===== config.mk =====
export PLATFORM = sky130hd
export DESIGN_NAME = tbwd_top
export DESIGN_NICKNAME = d
export VERILOG_FILES = /design/src/rtl/tbwd_pkg.sv /design/src/rtl/tbwd_ctrl.sv /design/src/rtl/tbwd_div.sv /design/src/rtl/tbwd_wdog.sv /design/src/rtl/tbwd_irq.sv /design/src/rtl/tbwd_top.sv
export SDC_FILE = /design/constraint.sdc
export NUM_CORES = 1
export LEC_CHECK = 0
export BUFFER_PORTS_ARGS = -buffer_cell sky130_fd_sc_hd__buf_2
export CORE_MARGIN = 1.5
export CORE_UTILIZATION = 52
export DETAILED_ROUTE_END_ITERATION = 8
export PLACE_DENSITY_LB_ADDON = 0.25
export SLEW_MARGIN = 20
export SYNTH_ARGS = -nofsm -noshare
export SYNTH_HDL_FRONTEND = slang
export SYNTH_SLANG_ARGS = --single-unit

===== constraint.sdc =====
create_clock -name clk -period 3.9 [get_ports clk]
set_input_delay 0.39 -clock clk [delete_from_list [all_inputs] [get_ports clk]]
set_output_delay 0.39 -clock clk [all_outputs]
set_load 0.01 [all_outputs]

===== src/rtl/tbwd_pkg.sv =====
package tbwd_pkg;

    localparam int RATE_W = 3;

    typedef enum logic {
        ROUTE_TB = 1'b0,
        ROUTE_WD = 1'b1
    } route_e;

    typedef struct packed {
        logic              sys_on;
        logic              sys_off;
        logic              tb_route;
        logic              tb_stop;
        logic              wd_route;
        logic              wd_stop;
        logic              tb_clr;
        logic              wd_clr;
        logic              irq_on;
        logic              irq_off;
        logic              rate_ld;
        logic [RATE_W-1:0] rate;
    } cmd_t;

    typedef struct packed {
        logic              sys_on;
        logic              run;
        route_e            route;
        logic              irq_en;
        logic [RATE_W-1:0] rate;
    } ctl_t;

endpackage


===== src/rtl/tbwd_ctrl.sv =====
module tbwd_ctrl
    import tbwd_pkg::*;
(
    input  logic clk,
    input  logic rst_n,
    input  cmd_t cmd,
    output ctl_t ctl
);

    ctl_t ctl_d, ctl_q;

    always_comb begin
        ctl_d = ctl_q;
        // system clock domain: off has priority
        if (cmd.sys_off)      ctl_d.sys_on = 1'b0;
        else if (cmd.sys_on)  ctl_d.sys_on = 1'b1;
        // divider run state: any stop has priority over any start
        if (cmd.wd_stop || cmd.tb_stop)        ctl_d.run = 1'b0;
        else if (cmd.wd_route || cmd.tb_route) ctl_d.run = 1'b1;
        // routing: watchdog has priority
        if (cmd.wd_route)      ctl_d.route = ROUTE_WD;
        else if (cmd.tb_route) ctl_d.route = ROUTE_TB;
        // interrupt output enable: off has priority
        if (cmd.irq_off)      ctl_d.irq_en = 1'b0;
        else if (cmd.irq_on)  ctl_d.irq_en = 1'b1;
        if (cmd.rate_ld)      ctl_d.rate = cmd.rate;
    end

    always_ff @(posedge clk or negedge rst_n) begin
        if (!rst_n) begin
            ctl_q.sys_on <= 1'b0;
            ctl_q.run    <= 1'b0;
            ctl_q.route  <= ROUTE_TB;
            ctl_q.irq_en <= 1'b0;
            ctl_q.rate   <= '1;
        end else begin
            ctl_q <= ctl_d;
        end
    end

    assign ctl = ctl_q;

endmodule


===== src/rtl/tbwd_div.sv =====
module tbwd_div
    import tbwd_pkg::*;
#(
    parameter int DIV_LOG2 = 15
) (
    input  logic              clk,
    input  logic              rst_n,
    input  logic              advance,
    input  logic              clear,
    input  logic [RATE_W-1:0] rate,
    output logic              period_ev
);

    localparam int CNT_W = DIV_LOG2;

    typedef struct packed {
        logic [CNT_W-1:0] cnt;
    } div_t;

    div_t             div_d, div_q;
    logic [CNT_W-1:0] span_mask;
    logic             wrap;

    always_comb begin
        // low bits that must all be set for the next tick to close a period
        span_mask = {CNT_W{1'b1}} >> rate;
        wrap      = ((div_q.cnt & span_mask) == span_mask);
        div_d     = div_q;
        period_ev = 1'b0;
        if (clear) begin
            div_d.cnt = '0;
        end else if (advance) begin
            div_d.cnt = div_q.cnt + 1'b1;
            period_ev = wrap;
        end
    end

    always_ff @(posedge clk or negedge rst_n) begin
        if (!rst_n) div_q <= '0;
        else        div_q <= div_d;
    end

endmodule


===== src/rtl/tbwd_wdog.sv =====
module tbwd_wdog #(
    parameter int WD_W = 2
) (
    input  logic clk,
    input  logic rst_n,
    input  logic count_en,
    input  logic clr_all,
    input  logic clr_flag,
    output logic flag
);

    localparam logic [WD_W-1:0] LAST = {WD_W{1'b1}};

    typedef struct packed {
        logic [WD_W-1:0] stage;
        logic            flag;
    } wd_t;

    wd_t wd_d, wd_q;

    always_comb begin
        wd_d = wd_q;
        if (clr_all) begin
            wd_d.stage = '0;
            wd_d.flag  = 1'b0;
        end else if (count_en) begin
            wd_d.stage = wd_q.stage + 1'b1;
            if (wd_q.stage == LAST) wd_d.flag = 1'b1;
        end
        if (clr_flag) wd_d.flag = 1'b0;
    end

    always_ff @(posedge clk or negedge rst_n) begin
        if (!rst_n) wd_q <= '0;
        else        wd_q <= wd_d;
    end

    assign flag = wd_q.flag;

endmodule


===== src/rtl/tbwd_irq.sv =====
module tbwd_irq
    import tbwd_pkg::*;
(
    input  logic   clk,
    input  logic   rst_n,
    input  logic   tick,
    input  logic   mark,
    input  logic   clear,
    input  route_e route,
    input  logic   irq_en,
    input  logic   wd_flag,
    output logic   pull_low,
    output logic   oe
);

    typedef struct packed {
        logic pulse;
    } irq_t;

    irq_t irq_d, irq_q;

    always_comb begin
        irq_d = irq_q;
        if (clear)     irq_d.pulse = 1'b0;
        else if (mark) irq_d.pulse = 1'b1;
        else if (tick) irq_d.pulse = 1'b0;
    end

    always_ff @(posedge clk or negedge rst_n) begin
        if (!rst_n) irq_q <= '0;
        else        irq_q <= irq_d;
    end

    assign oe       = irq_en;
    assign pull_low = irq_en & ((route == ROUTE_WD) ? wd_flag : irq_q.pulse);

endmodule


===== src/rtl/tbwd_top.sv =====
module tbwd_top
    import tbwd_pkg::*;
#(
    parameter int DIV_LOG2 = 15,
    parameter int WD_W     = 2
) (
    input  logic              clk,
    input  logic              rst_n,
    input  logic              tick_en,
    input  logic              cmd_sys_on,
    input  logic              cmd_sys_off,
    input  logic              cmd_tb_route,
    input  logic              cmd_tb_stop,
    input  logic              cmd_wd_route,
    input  logic              cmd_wd_stop,
    input  logic              cmd_tb_clr,
    input  logic              cmd_wd_clr,
    input  logic              cmd_irq_on,
    input  logic              cmd_irq_off,
    input  logic              cmd_rate_ld,
    input  logic [RATE_W-1:0] cmd_rate,
    output logic              irq_pull_low,
    output logic              irq_oe
);

    cmd_t   cmd;
    ctl_t   ctl;
    logic   sys_on;
    logic   irq_en;
    route_e route;
    logic   advance;
    logic   div_clear;
    logic   period_ev;
    logic   wd_flag;

    assign cmd = '{sys_on:   cmd_sys_on,   sys_off:  cmd_sys_off,
                   tb_route: cmd_tb_route, tb_stop:  cmd_tb_stop,
                   wd_route: cmd_wd_route, wd_stop:  cmd_wd_stop,
                   tb_clr:   cmd_tb_clr,   wd_clr:   cmd_wd_clr,
                   irq_on:   cmd_irq_on,   irq_off:  cmd_irq_off,
                   rate_ld:  cmd_rate_ld,  rate:     cmd_rate};

    tbwd_ctrl u_ctrl (
        .clk   (clk),
        .rst_n (rst_n),
        .cmd   (cmd),
        .ctl   (ctl)
    );

    assign sys_on    = ctl.sys_on;
    assign irq_en    = ctl.irq_en;
    assign route     = ctl.route;
    assign advance   = tick_en & ctl.sys_on & ctl.run;
    assign div_clear = cmd_tb_clr | cmd_wd_clr;

    tbwd_div #(.DIV_LOG2(DIV_LOG2)) u_div (
        .clk       (clk),
        .rst_n     (rst_n),
        .advance   (advance),
        .clear     (div_clear),
        .rate      (ctl.rate),
        .period_ev (period_ev)
    );

    tbwd_wdog #(.WD_W(WD_W)) u_wdog (
        .clk      (clk),
        .rst_n    (rst_n),
        .count_en (period_ev & (route == ROUTE_WD)),
        .clr_all  (cmd_wd_clr),
        .clr_flag (cmd_irq_off),
        .flag     (wd_flag)
    );

    tbwd_irq u_irq (
        .clk      (clk),
        .rst_n    (rst_n),
        .tick     (tick_en),
        .mark     (period_ev & (route == ROUTE_TB)),
        .clear    (div_clear),
        .route    (route),
        .irq_en   (irq_en),
        .wd_flag  (wd_flag),
        .pull_low (irq_pull_low),
        .oe       (irq_oe)
    );

endmodule


==> results of run 1 <==
[cell type report]
type                            count  area (um2)
Multi-Input combinational cell     93         646
Tap cell                           30        37.5
Sequential cell                    26         654
Inverter                            5        18.8
Timing Repair Buffer               18        90.1
Clock buffer                        4        36.3
Fill cell                         212         972
[per-stage QoR]
step	hold slack (ps)	area, um2	setup slack, ps	total power, mW
2_1_floorplan	94.4	1340	1890	0.304
3_3_place_gp	413	1450	1860	0.323
3_5_place_dp	423	1450	1810	0.324
4_1_cts	57.3	1480	1810	0.460
5_1_grt	86.2	1480	1690	0.472
6_report	42.6	1480	1820	0.454
[registers in the layout, summed over array words and instances (netlist names)]
register	flops
u_div.div_q	15
u_ctrl.ctl	7
u_wdog.wd_q	2
u_irq.irq_q	1
u_wdog.flag	1
[cell usage after synthesis, drive strengths merged (2+ instances only)]
library cell	instances	area share (%)
a21oi	8	3.0
dfstp	3	5.9
or3	3	1.5
clkbuf	3	0.84
nand2b	3	1.4
o21ai	3	1.1
mux2	4	3.4
nor2	15	4.2
or4	5	3.4
nand2	6	1.9
dfrtp	23	43
nand3	5	1.9
nand4	4	3.0
a22o	2	1.3
o31ai	5	2.8
nor2b	2	0.93
inv	5	1.4
xnor2	2	1.3
ha	2	1.9
nor3	4	1.5
mux2i	3	2.2
xor2	4	2.6
[critical path, delay by kind of cell, from the launching register on]
family,cells,cell delay [ps]
adders and majority gates,1,220
buffers and inverters,1,60
DFF,1,410
muxes,1,360
and+or+nand+nor,2,940
[worst paths after layout]
check / start / end / slack, ps / cells after the start
worst max-delay path: u_div.div_q[0]$_DFFE_PN0P_ / u_wdog.wd_q[1]$_DFFE_PN0P_ / 1820 / 5
worst min-delay path: rst_n / u_div.div_q[11]$_DFFE_PN0P_ / 40 / 1
worst max register to register: u_div.div_q[0]$_DFFE_PN0P_ / u_wdog.wd_q[1]$_DFFE_PN0P_ / 1820 / 5
worst min register to register: u_ctrl.ctl[3]$_DFFE_PN0P_ / u_ctrl.ctl[3]$_DFFE_PN0P_ / 530 / 2
max in group asynchronous: rst_n / u_ctrl.ctl[0]$_DFFE_PN1P_ / 3470 / 1
min in group clk: cmd_sys_off / u_ctrl.ctl[6]$_DFFE_PN0P_ / 200 / 2
[per-layer routing]
metal / track usage [%] / up-vias / wire length (um) / share of wire [%]
met2: 31.9 / 15 / 1180 / 50
met1: 25.2 / 493 / 1120 / 47
met3: 2.50 / 2 / 53 / 2.2
met5: 0 / - / 0 / 0
li1: - / 495 / - / -
met4: 8.97 / 0 / 14 / 0.59
[cells by family after synthesis]
| kind of cell | count (synthesis) |
|---|---|
| fa+ha+maj | 2 |
| flops | 26 |
| compound gates | 23 |
| xor+xnor | 6 |
| buf+inv | 9 |
| mux | 7 |
| simple gates | 55 |
[power groups by stage]
| stage | sequential [mW] | clock [mW] | combinational (mW) |
|---|---|---|---|
| floorplan | 0.289 | 0 | 0.0157 |
| global placement | 0.290 | 0 | 0.0331 |
| detailed placement | 0.290 | 0 | 0.0341 |
| CTS | 0.285 | 0.141 | 0.0342 |
| global route | 0.286 | 0.148 | 0.0377 |
| finish | 0.285 | 0.135 | 0.0334 |
==> parameters.txt, run 1 <==
Parameter                              Value

Route
  Routed WL per cell    13.4 um
  Post-route DRC    0
  Number of antenna-violating nets in the routed design    0
  Post-DR vias/cell    5.71
  Via count    1005
  Detailed Route Iter0 Violations    15
  Initial DRT Pass Iterations    4
  Total length of routed wires    2.36 mm

STA
  Tmin final    2080 ps
  Number of endpoints failing setup at the final stage    0
  Final number of hold-violating endpoints    0
  Max-slew violation count    0
  Relative slew slack    62.0%
  Worst clock skew    9.26 ps
  RSZ-0062 raised after global routing    no
  Peak clock frequency supported by timing    between 0.4 and 0.5 GHz
  Slew @ Worst Pin    570 ps
  Fin Setup TNS    0 ps
  Final worst path period share    between 50% and 60%

Worst setup path
  Critical-path cell list    ha_1 -> inv_1 -> or4_4 -> nor4b_4 -> mux2_1
  Endpoint required time on the critical path    approximately 4000 ps
  Critical path fanouts, max    10
  Worst setup EP type    register
  Highest cell delay on the worst timing path    590 ps
  Highest-delay cell along the critical path    sky130_fd_sc_hd__or4_4
  Critical path arrival    2290 ps
  Start-to-end type of the worst setup path    register to register
  Launching element type of the critical path    register

Pwr
  NetSw    roughly 0.10 mW
  Combinational share of power    7.4%
  Peak VDD IR    0.168 mV
  Internal power summed over all cells    0.350 mW
  Portion of total power attributed to sequential cells    62.8%
  Leakage power of the design    0.641 nW
  Power density over the cells    306 nW/um2
  Clk network pwr share    29.8%
  Switching power as a share of total power    a little under a quarter

Status
  Result of the run    completed

GRT
  Initial antenna violation count    0
  Pin count of the biggest net entering global routing    27
  Overflow left after global routing    0
  Number of global-route vias before repair    between 900 and 1000
  Global-route wire length before repair    roughly 4 mm
  Global-route usage over all layers    19.4%

Yosys
  Synthesized-area fraction occupied by ao, oa, aoi and oai cells    11.1%
  Netlist area before placement    between 1000 and 1500 um2
  Cell variety after synth    41
  Sequential area share after synthesis    about half
  Synthesized netlist cell count    128
  Area share of fa/ha/maj cells after synthesis    roughly 1.9%
  Number of enable-type register cells in the synthesized netlist    0
  Synthesized Nets    147
  Area share of and/or/nand/nor cells after synthesis    25.7%
  Largest family of logic cells by synthesized area    simple AND/OR/NAND/NOR gates
  Synthesized-area fraction occupied by xor and xnor cells    slightly below 4%
  Count of state elements after synthesis    26
  Average size of a mapped cell    about 10 um2
  Multiplexer share of the synthesized area    under 10%
  Yosys warning total    0
  Share of flip-flops with an asynchronous set or reset    100%
  Main synth FF type    sky130_fd_sc_hd__dfrtp_1

Floorplanning
  Die Span X    approximately 54 um
  Overall die height    53.8 um
  Cell Rows    18
  Core footprint    about 2500 um2
  Area of the die    2890 um2
  Top-level port count    19
  Effective utilization at floorplan    54.6%

Clock tree
  TritonCTS Buffers    3
  Clock transition at the registers of the reported paths    140 ps
  Count of buffers added by post-CTS timing repair for setup    0
  TritonCTS clock tree    built
  Maximum buffer depth of the clock tree    2
  Master cell of the clock root buffer    sky130_fd_sc_hd__clkbuf_4
  Insertion delay of the later-clocked pin in the worst-skew pair    approximately 320 ps
  CTS Hold Bufs    0
  CTS H-tree lvls    1
  Number of instances resized during post-cts repair    0
  CTS sink cnt    26

Final layout
  Highest-count cells in the layout ignoring fill and taps    sky130_fd_sc_hd__dfrtp_1, sky130_fd_sc_hd__buf_2, sky130_fd_sc_hd__nor2_1, sky130_fd_sc_hd__a21oi_1
  Final #Nets    between 150 and 200
  Proportion of layout cells with a drive suffix above 1    between 20% and 30%
  Layout overhead on the synthesized area    10.5%
  Final Core Density    60.4%
  Number of antenna cells inserted    0
  Most common library cell in the layout ignoring fill and taps    sky130_fd_sc_hd__dfrtp_1
  Final standard cell count with taps included and fillers excluded    176

Min path
  Class of the tightest hold or removal check    input pin to asynchronous set/reset pin

Placed design
  HPWL Detailed    1.76 mm
  Number of port buffers    18
  # placed instances    172
  Final GP Congestion    0.815

Flow run
  Max-capacitance violation count    0
(Power assumes the default switching activity.)
==> run 2, diff against run 1 <==
Settings changed: CORE_UTILIZATION 52 to 50.
Clock period 3.9 ns to 1.9 ns, I/O delays scaled along.
==> parameters.txt, run 2 (same netlist as run 1, synthesis figures left out) <==
Parameter                              Value

Route
  Number of antenna-violating nets in the routed design    0 (unchanged)
  Post-route DRC    0 (unchanged)
  Initial DRT Pass Iterations    4 (unchanged)
  Via count    1049 (was 1005)
  Detailed Route Iter0 Violations    20 (was 15)
  Total length of routed wires    2.68 mm (was 2.36 mm)
  Routed WL per cell    14.4 um (was 13.4 um)
  Post-DR vias/cell    5.64 (was 5.71)

Final layout
  Most flops, register    u_div.div_q (unchanged)
  Most common library cell in the layout ignoring fill and taps    sky130_fd_sc_hd__dfrtp_1 (unchanged)
  Layout overhead on the synthesized area    16.6% (was 10.5%)
  Final #Nets    176 (was 166)
  # fillers    207 (was 212)
  Number of antenna cells inserted    0 (unchanged)
  Post-route cell area    1560 um2 (was 1480 um2)
  Final standard cell count with taps included and fillers excluded    186 (was 176)
  Proportion of layout cells with a drive suffix above 1    28.2% (was 24.7%)
  Highest-count cells in the layout ignoring fill and taps    sky130_fd_sc_hd__dfrtp_1, sky130_fd_sc_hd__buf_2, sky130_fd_sc_hd__nor2_1, sky130_fd_sc_hd__a21oi_1, sky130_fd_sc_hd__buf_4 (was sky130_fd_sc_hd__dfrtp_1, sky130_fd_sc_hd__buf_2, sky130_fd_sc_hd__nor2_1, sky130_fd_sc_hd__a21oi_1)
  Max reg flops    15 (unchanged)

STA
  Number of endpoints failing setup at the final stage    1 (was 0)
  RSZ-0062 raised after global routing    yes (was no)
  Worst Slack Setup Final    -3.52 ps (was 1820 ps)
  Relative slew slack    61.6% (was 62.0%)
  Slew @ Worst Pin    576 ps (was 570 ps)
  Worst clock skew    12.4 ps (was 9.26 ps)
  Final number of hold-violating endpoints    0 (unchanged)
  Max-slew violation count    0 (unchanged)
  Peak clock frequency supported by timing    0.525 GHz (was 0.480 GHz)
  Tmin final    1900 ps (was 2080 ps)
  Final worst path period share    100% (was 53.4%)

GRT
  Global-route usage over all layers    21.0% (was 19.4%)
  Number of global-route vias before repair    1060 (was 997)
  Pin count of the biggest net entering global routing    27 (unchanged)
  Global-route wire length before repair    4.50 mm (was 4.08 mm)
  Overflow left after global routing    0 (unchanged)
  Initial antenna violation count    0 (unchanged)

Placed design
  Number of port buffers    18 (unchanged)
  HPWL Detailed    1.90 mm (was 1.76 mm)
  Post-DP Area    1490 um2 (was 1450 um2)
  Placement Setup Slack    19.0 ps (was 1810 ps)
  Final GP Congestion    0.809 (was 0.815)
  # placed instances    178 (was 172)

Status
  Failing checks    negative setup slack
  Result of the run    complete, but fails checks (was completed)

Pwr
  Peak VDD IR    0.380 mV (was 0.168 mV)
  Power Total    0.910 mW (was 0.454 mW)
  Power density over the cells    582 nW/um2 (was 306 nW/um2)
  Leakage power of the design    0.681 nW (was 0.641 nW)

Clock tree
  Count of buffers added by post-CTS timing repair for setup    0 (unchanged)
  Insertion delay of the later-clocked pin in the worst-skew pair    330 ps (was 320 ps)
  CTS sink cnt    26 (unchanged)
  CTS H-tree lvls    1 (unchanged)
  Maximum buffer depth of the clock tree    2 (unchanged)
  TritonCTS clock tree    built (unchanged)
  Master cell of the clock root buffer    sky130_fd_sc_hd__clkbuf_4 (unchanged)
  Clock transition at the registers of the reported paths    140 ps (about the same)
  TritonCTS Buffers    3 (unchanged)

Worst setup path
  Start-to-end type of the worst setup path    register to register (unchanged)
  Endpoint required time on the critical path    2120 ps (was 4110 ps)
  Critical-path cell list    ha_2 -> inv_2 -> or4_4 -> nor4b_4 -> mux2_4 (was ha_1 -> inv_1 -> or4_4 -> nor4b_4 -> mux2_1)
  Highest-delay cell along the critical path    sky130_fd_sc_hd__or4_4 (unchanged)
  Critical path fanouts, max    6 (was 10)
  Worst setup EP type    register (unchanged)
  Highest cell delay on the worst timing path    550 ps (was 590 ps)
  Critical path arrival    2120 ps (was 2290 ps)
  Launching element type of the critical path    register (unchanged)

Min path
  Class of the tightest hold or removal check    input pin to register (was input pin to asynchronous set/reset pin)

Floorplanning
  Top-level port count    19 (unchanged)
  Area of the die    3000 um2 (was 2890 um2)
  Die Span X    54.8 um (was 53.8 um)
  Overall die height    54.8 um (was 53.8 um)
  Cell Rows    18 (unchanged)
  Core footprint    2500 um2 (was 2450 um2)
  Effective utilization at floorplan    53.7% (was 54.6%)

Flow run
  Max-capacitance violation count    0 (unchanged)
[run 2: cell count changes in the layout (fill, tap and decap cells not counted), sizes merged]
cell	before	now
dlygate4sd3	0	4
buf	18	24
[run 2: final cells by class]
cell class	count	area, um2	area share, %
inverters	5	18.8	1.20
clock buffers	4	26.3	1.68
flip-flops and latches	26	654	41.8
multi-input cells	93	652	41.7
repair buffers	28	175	11.2
well taps	30	37.5	2.40
[run 2: stage by stage]
step	hold slack, ps	util, %	TNS (ps)
3_5_place_dp	214	59.8	0
6_report	27.0	62.6	-3.52
5_1_grt	7.88	62.6	-276
2_1_floorplan	-106	-	-66.2
4_1_cts	11.5	62.6	0
3_3_place_gp	214	59.8	0
[run 2: metal layers]
layer | GRT usage (%) | vias to the layer above | wire [um]
met5 | 0 | - | 0
met3 | 3.83 | 2 | 105
li1 | - | 520 | -
met4 | 7.08 | 0 | 23
met2 | 35.9 | 25 | 1360
met1 | 26.5 | 502 | 1190
[run 2: worst max-delay path, delay by kind of cell, from the launching register on]
kind,cells,cell delay [ps]
adders and majority gates,1,200
buffers and inverters,1,30
DFF,1,400
muxes,1,330
and+or+nand+nor,2,840
[run 2: what timing repair did]
item / in CTS / in global routing
resized for setup: 1 / 1
endpoints found under the hold margin: 25 / 0
setup endpoints to repair: 1 / 7
pin swaps: 0 / 1
hold buffers: 4 / 0
[run 2: worst paths after layout]
check | from | end | slack [ps] | depth (start not counted)
worst min register to register | u_ctrl.ctl[3]$_DFFE_PN0P_ | u_ctrl.ctl[3]$_DFFE_PN0P_ | 530 | 2
max in group asynchronous | rst_n | u_ctrl.ctl[2]$_DFFE_PN1P_ | 1140 | 2
worst max register to register | u_div.div_q[1]$_DFFE_PN0P_ | u_wdog.wd_q[1]$_DFFE_PN0P_ | -4 | 5
worst min-delay path | cmd_irq_off | u_ctrl.ctl[3]$_DFFE_PN0P_ | 30 | 2
min in group asynchronous | rst_n | u_div.div_q[13]$_DFFE_PN0P_ | 370 | 2
worst max-delay path | u_div.div_q[1]$_DFFE_PN0P_ | u_wdog.wd_q[1]$_DFFE_PN0P_ | -4 | 5
[run 2: report_power, final]
group	total, mW	switching, mW	internal (mW)	leakage (nW)
clock network	0.244	0.162	0.0822	0.0150
registers	0.583	0.0126	0.571	0.346
logic	0.0828	0.0426	0.0402	0.320
total	0.910	0.217	0.693	0.681
==> run 3, diff against run 2 <==
Settings changed: ABC_AREA set to 1, PLACE_DENSITY set to 0.74, PLACE_DENSITY_LB_ADDON 0.25 to not set.
==> parameters.txt, run 3 <==
Parameter                              Value

Status
  Result of the run    completed (was complete, but fails checks)

Route
  Total length of routed wires    2.50 mm (was 2.68 mm)
  Number of antenna-violating nets in the routed design    0 (unchanged)
  Routed WL per cell    11.4 um (was 14.4 um)
  Via count    1123 (was 1049)
  Post-route DRC    0 (unchanged)
  Detailed Route Iter0 Violations    18 (was 20)
  Initial DRT Pass Iterations    4 (unchanged)
  Post-DR vias/cell    5.13 (was 5.64)

Flow run
  Max-capacitance violation count    0 (unchanged)

STA
  Final worst path period share    74.4% (was 100%)
  Final number of hold-violating endpoints    0 (unchanged)
  Max-slew violation count    0 (unchanged)
  RSZ-0062 raised after global routing    no (was yes)
  Fin Setup TNS    0 ps (was -3.52 ps)
  Slew @ Worst Pin    575 ps (was 576 ps)
  Worst clock skew    1.47 ps (was 12.4 ps)
  Number of endpoints failing setup at the final stage    0 (was 1)
  Peak clock frequency supported by timing    0.707 GHz (was 0.525 GHz)
  Relative slew slack    61.6% (about the same)
  Tmin final    1410 ps (was 1900 ps)

Placed design
  # placed instances    211 (was 178)
  HPWL Detailed    1.85 mm (was 1.90 mm)
  Number of port buffers    18 (unchanged)
  Final GP Congestion    0.803 (was 0.809)

Floorplanning
  Effective utilization at floorplan    53.9% (was 53.7%)
  Area of the die    3040 um2 (was 3000 um2)
  Die Span X    55.1 um (was 54.8 um)
  Cell Rows    18 (unchanged)
  Overall die height    55.1 um (was 54.8 um)
  Core footprint    2520 um2 (was 2500 um2)
  Top-level port count    19 (unchanged)

Final layout
  Layout overhead on the synthesized area    13.9% (was 16.6%)
  Number of antenna cells inserted    0 (unchanged)
  Max reg flops    15 (unchanged)
  Final #Nets    209 (was 176)
  Final standard cell count with taps included and fillers excluded    219 (was 186)
  Most flops, register    u_div.div_q (unchanged)
  Most common library cell in the layout ignoring fill and taps    sky130_fd_sc_hd__nand2_1 (was sky130_fd_sc_hd__dfrtp_1)
  Highest-count cells in the layout ignoring fill and taps    sky130_fd_sc_hd__nand2_1, sky130_fd_sc_hd__dfrtp_1, sky130_fd_sc_hd__inv_1, sky130_fd_sc_hd__buf_2, sky130_fd_sc_hd__nor2_1 (was sky130_fd_sc_hd__dfrtp_1, sky130_fd_sc_hd__buf_2, sky130_fd_sc_hd__nor2_1, sky130_fd_sc_hd__a21oi_1, sky130_fd_sc_hd__buf_4)
  # fillers    234 (was 207)
  Proportion of layout cells with a drive suffix above 1    24.3% (was 28.2%)

Pwr
  Internal power summed over all cells    0.682 mW (was 0.693 mW)
  Leakage power of the design    0.723 nW (was 0.681 nW)
  Combinational share of power    8.5% (was 9.1%)
  Power density over the cells    581 nW/um2 (was 582 nW/um2)
  Peak VDD IR    0.464 mV (was 0.380 mV)
  NetSw    0.218 mW (was 0.217 mW)
  Switching power as a share of total power    24.2% (was 23.8%)
  Portion of total power attributed to sequential cells    64.3% (was 64.1%)
  Power Total    0.900 mW (was 0.910 mW)
  Clk network pwr share    27.2% (was 26.8%)

Clock tree
  CTS sink cnt    26 (unchanged)
  CTS Hold Bufs    2 (was 4)
  TritonCTS Buffers    3 (unchanged)
  TritonCTS clock tree    built (unchanged)
  Maximum buffer depth of the clock tree    2 (unchanged)
  Count of buffers added by post-CTS timing repair for setup    0 (unchanged)
  Master cell of the clock root buffer    sky130_fd_sc_hd__clkbuf_4 (unchanged)
  Clock transition at the registers of the reported paths    140 ps (about the same)
  Number of instances resized during post-cts repair    0 (was 1)
  Insertion delay of the later-clocked pin in the worst-skew pair    310 ps (was 330 ps)
  CTS H-tree lvls    1 (unchanged)

GRT
  Pin count of the biggest net entering global routing    27 (unchanged)
  Overflow left after global routing    0 (unchanged)
  Initial antenna violation count    0 (unchanged)
  Number of global-route vias before repair    968 (was 1060)
  Global-route wire length before repair    3.93 mm (was 4.50 mm)
  Global-route usage over all layers    18.1% (was 21.0%)

Yosys
  Share of flip-flops with an asynchronous set or reset    100% (unchanged)
  Leading cell types by count after synthesis    sky130_fd_sc_hd__nand2_1, sky130_fd_sc_hd__dfrtp_1, sky130_fd_sc_hd__inv_1, sky130_fd_sc_hd__nor2_1, sky130_fd_sc_hd__a21oi_1 (was sky130_fd_sc_hd__dfrtp_1, sky130_fd_sc_hd__nor2_1, sky130_fd_sc_hd__a21oi_1)
  Top cells by area in the synthesized netlist    sky130_fd_sc_hd__dfrtp_1, sky130_fd_sc_hd__nand2_1, sky130_fd_sc_hd__dfstp_2, sky130_fd_sc_hd__inv_1, sky130_fd_sc_hd__a21oi_1 (was sky130_fd_sc_hd__dfrtp_1, sky130_fd_sc_hd__dfstp_2, sky130_fd_sc_hd__nor2_1, sky130_fd_sc_hd__a21oi_1, sky130_fd_sc_hd__o31ai_1)
  Netlist area before placement    1360 um2 (was 1340 um2)
  Synth area leader    sky130_fd_sc_hd__dfrtp_1 (unchanged)
  Cell variety after synth    26 (was 41)
  Number of enable-type register cells in the synthesized netlist    0 (unchanged)
  Sequential area share after synthesis    48.2% (was 48.8%)
  Average size of a mapped cell    8.29 um2 (was 10.5 um2)
  Cell with the most instances after synthesis    sky130_fd_sc_hd__nand2_1 (was sky130_fd_sc_hd__dfrtp_1)
  Yosys warning total    0 (unchanged)
  Synthesized Nets    183 (was 147)
  Count of state elements after synthesis    26 (unchanged)
  Top cell type's share of synthesized area    42.4% (was 42.9%)
  Main synth FF type    sky130_fd_sc_hd__dfrtp_1 (unchanged)
  Synthesized netlist cell count    164 (was 128)

Worst setup path
  Start-to-end type of the worst setup path    register to register (unchanged)
  Critical path fanouts, max    4 (was 6)
  Endpoint required time on the critical path    2130 ps (was 2120 ps)
  Worst setup EP type    register (unchanged)
  Launching element type of the critical path    register (unchanged)
  Critical path arrival    1640 ps (was 2120 ps)

Min path
  Class of the tightest hold or removal check    input pin to register (unchanged)
==> run 3: cell types whose count changed after synthesis, moves of 4 or more <==
cell                      delta
sky130_fd_sc_hd__a21oi_1     +4
sky130_fd_sc_hd__inv_1      +14
sky130_fd_sc_hd__inv_2       +5
sky130_fd_sc_hd__nand2_1    +30
sky130_fd_sc_hd__nand3_1     +4
sky130_fd_sc_hd__nor2_4      +4
sky130_fd_sc_hd__o21ai_0     +7
sky130_fd_sc_hd__o31ai_1     -5
sky130_fd_sc_hd__xor2_1      -4
==> run 3: power groups by stage <==
stage | logic [mW] | clock network, mW | registers [mW]
2_1_floorplan | 0.0313 | 0 | 0.588
3_3_place_gp | 0.0680 | 0 | 0.589
3_5_place_dp | 0.0706 | 0 | 0.589
4_1_cts | 0.0738 | 0.254 | 0.579
5_1_grt | 0.0880 | 0.273 | 0.581
6_report | 0.0761 | 0.245 | 0.579
==> run 3: path summary, 6_finish.rpt <==
path / from / end / slack (ps) / cells past startpoint
setup reg to reg: u_div.div_q[0]$_DFFE_PN0P_ / u_wdog.wd_q[2]$_DFFE_PN0P_ / 490 / 8
max in group asynchronous: rst_n / u_ctrl.ctl[1]$_DFFE_PN1P_ / 1140 / 2
hold reg to reg: u_irq.irq_q$_DFFE_PN0P_ / u_irq.irq_q$_DFFE_PN0P_ / 510 / 2
setup / recovery: u_div.div_q[0]$_DFFE_PN0P_ / u_wdog.wd_q[2]$_DFFE_PN0P_ / 490 / 8
hold / removal: cmd_irq_off / u_ctrl.ctl[3]$_DFFE_PN0P_ / 20 / 2
min in group asynchronous: rst_n / u_div.div_q[13]$_DFFE_PN0P_ / 380 / 2
==> run 3: final cells by class <==
| class | count | area (um2) | share of cell area (%) |
|---|---|---|---|
| clock buffers | 4 | 26.3 | 1.70 |
| inverters | 25 | 95.1 | 6.14 |
| multi-input cells | 112 | 604 | 39.0 |
| flip-flops and latches | 26 | 654 | 42.3 |
| well taps | 30 | 37.5 | 2.43 |
| repair buffers | 22 | 130 | 8.41 |
==> run 3: per-layer routing <==
metal / track usage, % / part of all wire [%]
met5: 0 / 0
met4: 5.69 / 0.88
met3: 2.42 / 2.4
met2: 31.5 / 49
met1: 23.1 / 47
==> run 3: stage by stage <==
stage / utilization, % / setup slack (ps) / instance area, um2 / hold WS (ps)
2_1_floorplan: - / 615 / 1360 / -106
3_3_place_gp: 58.7 / 581 / 1480 / 220
3_5_place_dp: 58.7 / 499 / 1480 / 227
4_1_cts: 60.6 / 478 / 1530 / 5.87
5_1_grt: 61.4 / 365 / 1550 / 13.3
6_report: 61.4 / 486 / 1550 / 15.9
==> run 3: worst max-delay path: stages (launching register included) <==
cell and delay (ps):
sky130_fd_sc_hd__dfrtp_1 410, sky130_fd_sc_hd__ha_1 190, sky130_fd_sc_hd__inv_2 60, sky130_fd_sc_hd__nor2_4 120, sky130_fd_sc_hd__nand3_4 100, sky130_fd_sc_hd__nor2_2 180, sky130_fd_sc_hd__nand3_2 120, sky130_fd_sc_hd__nand3_1 90
sky130_fd_sc_hd__nand2_1 50
==> run 3: logic make-up (layout without fill, tap and decap cells) <==
logic type | Yosys count | in the layout | synth area share, %
and+or+nand+nor | 82 | 82 | 31.7
AOI/OAI and AO/OA | 28 | 28 | 11.0
DFF | 26 | 26 | 48.2
buffers and inverters | 26 | 51 | 7.37
adders and majority gates | 2 | 2 | 1.84
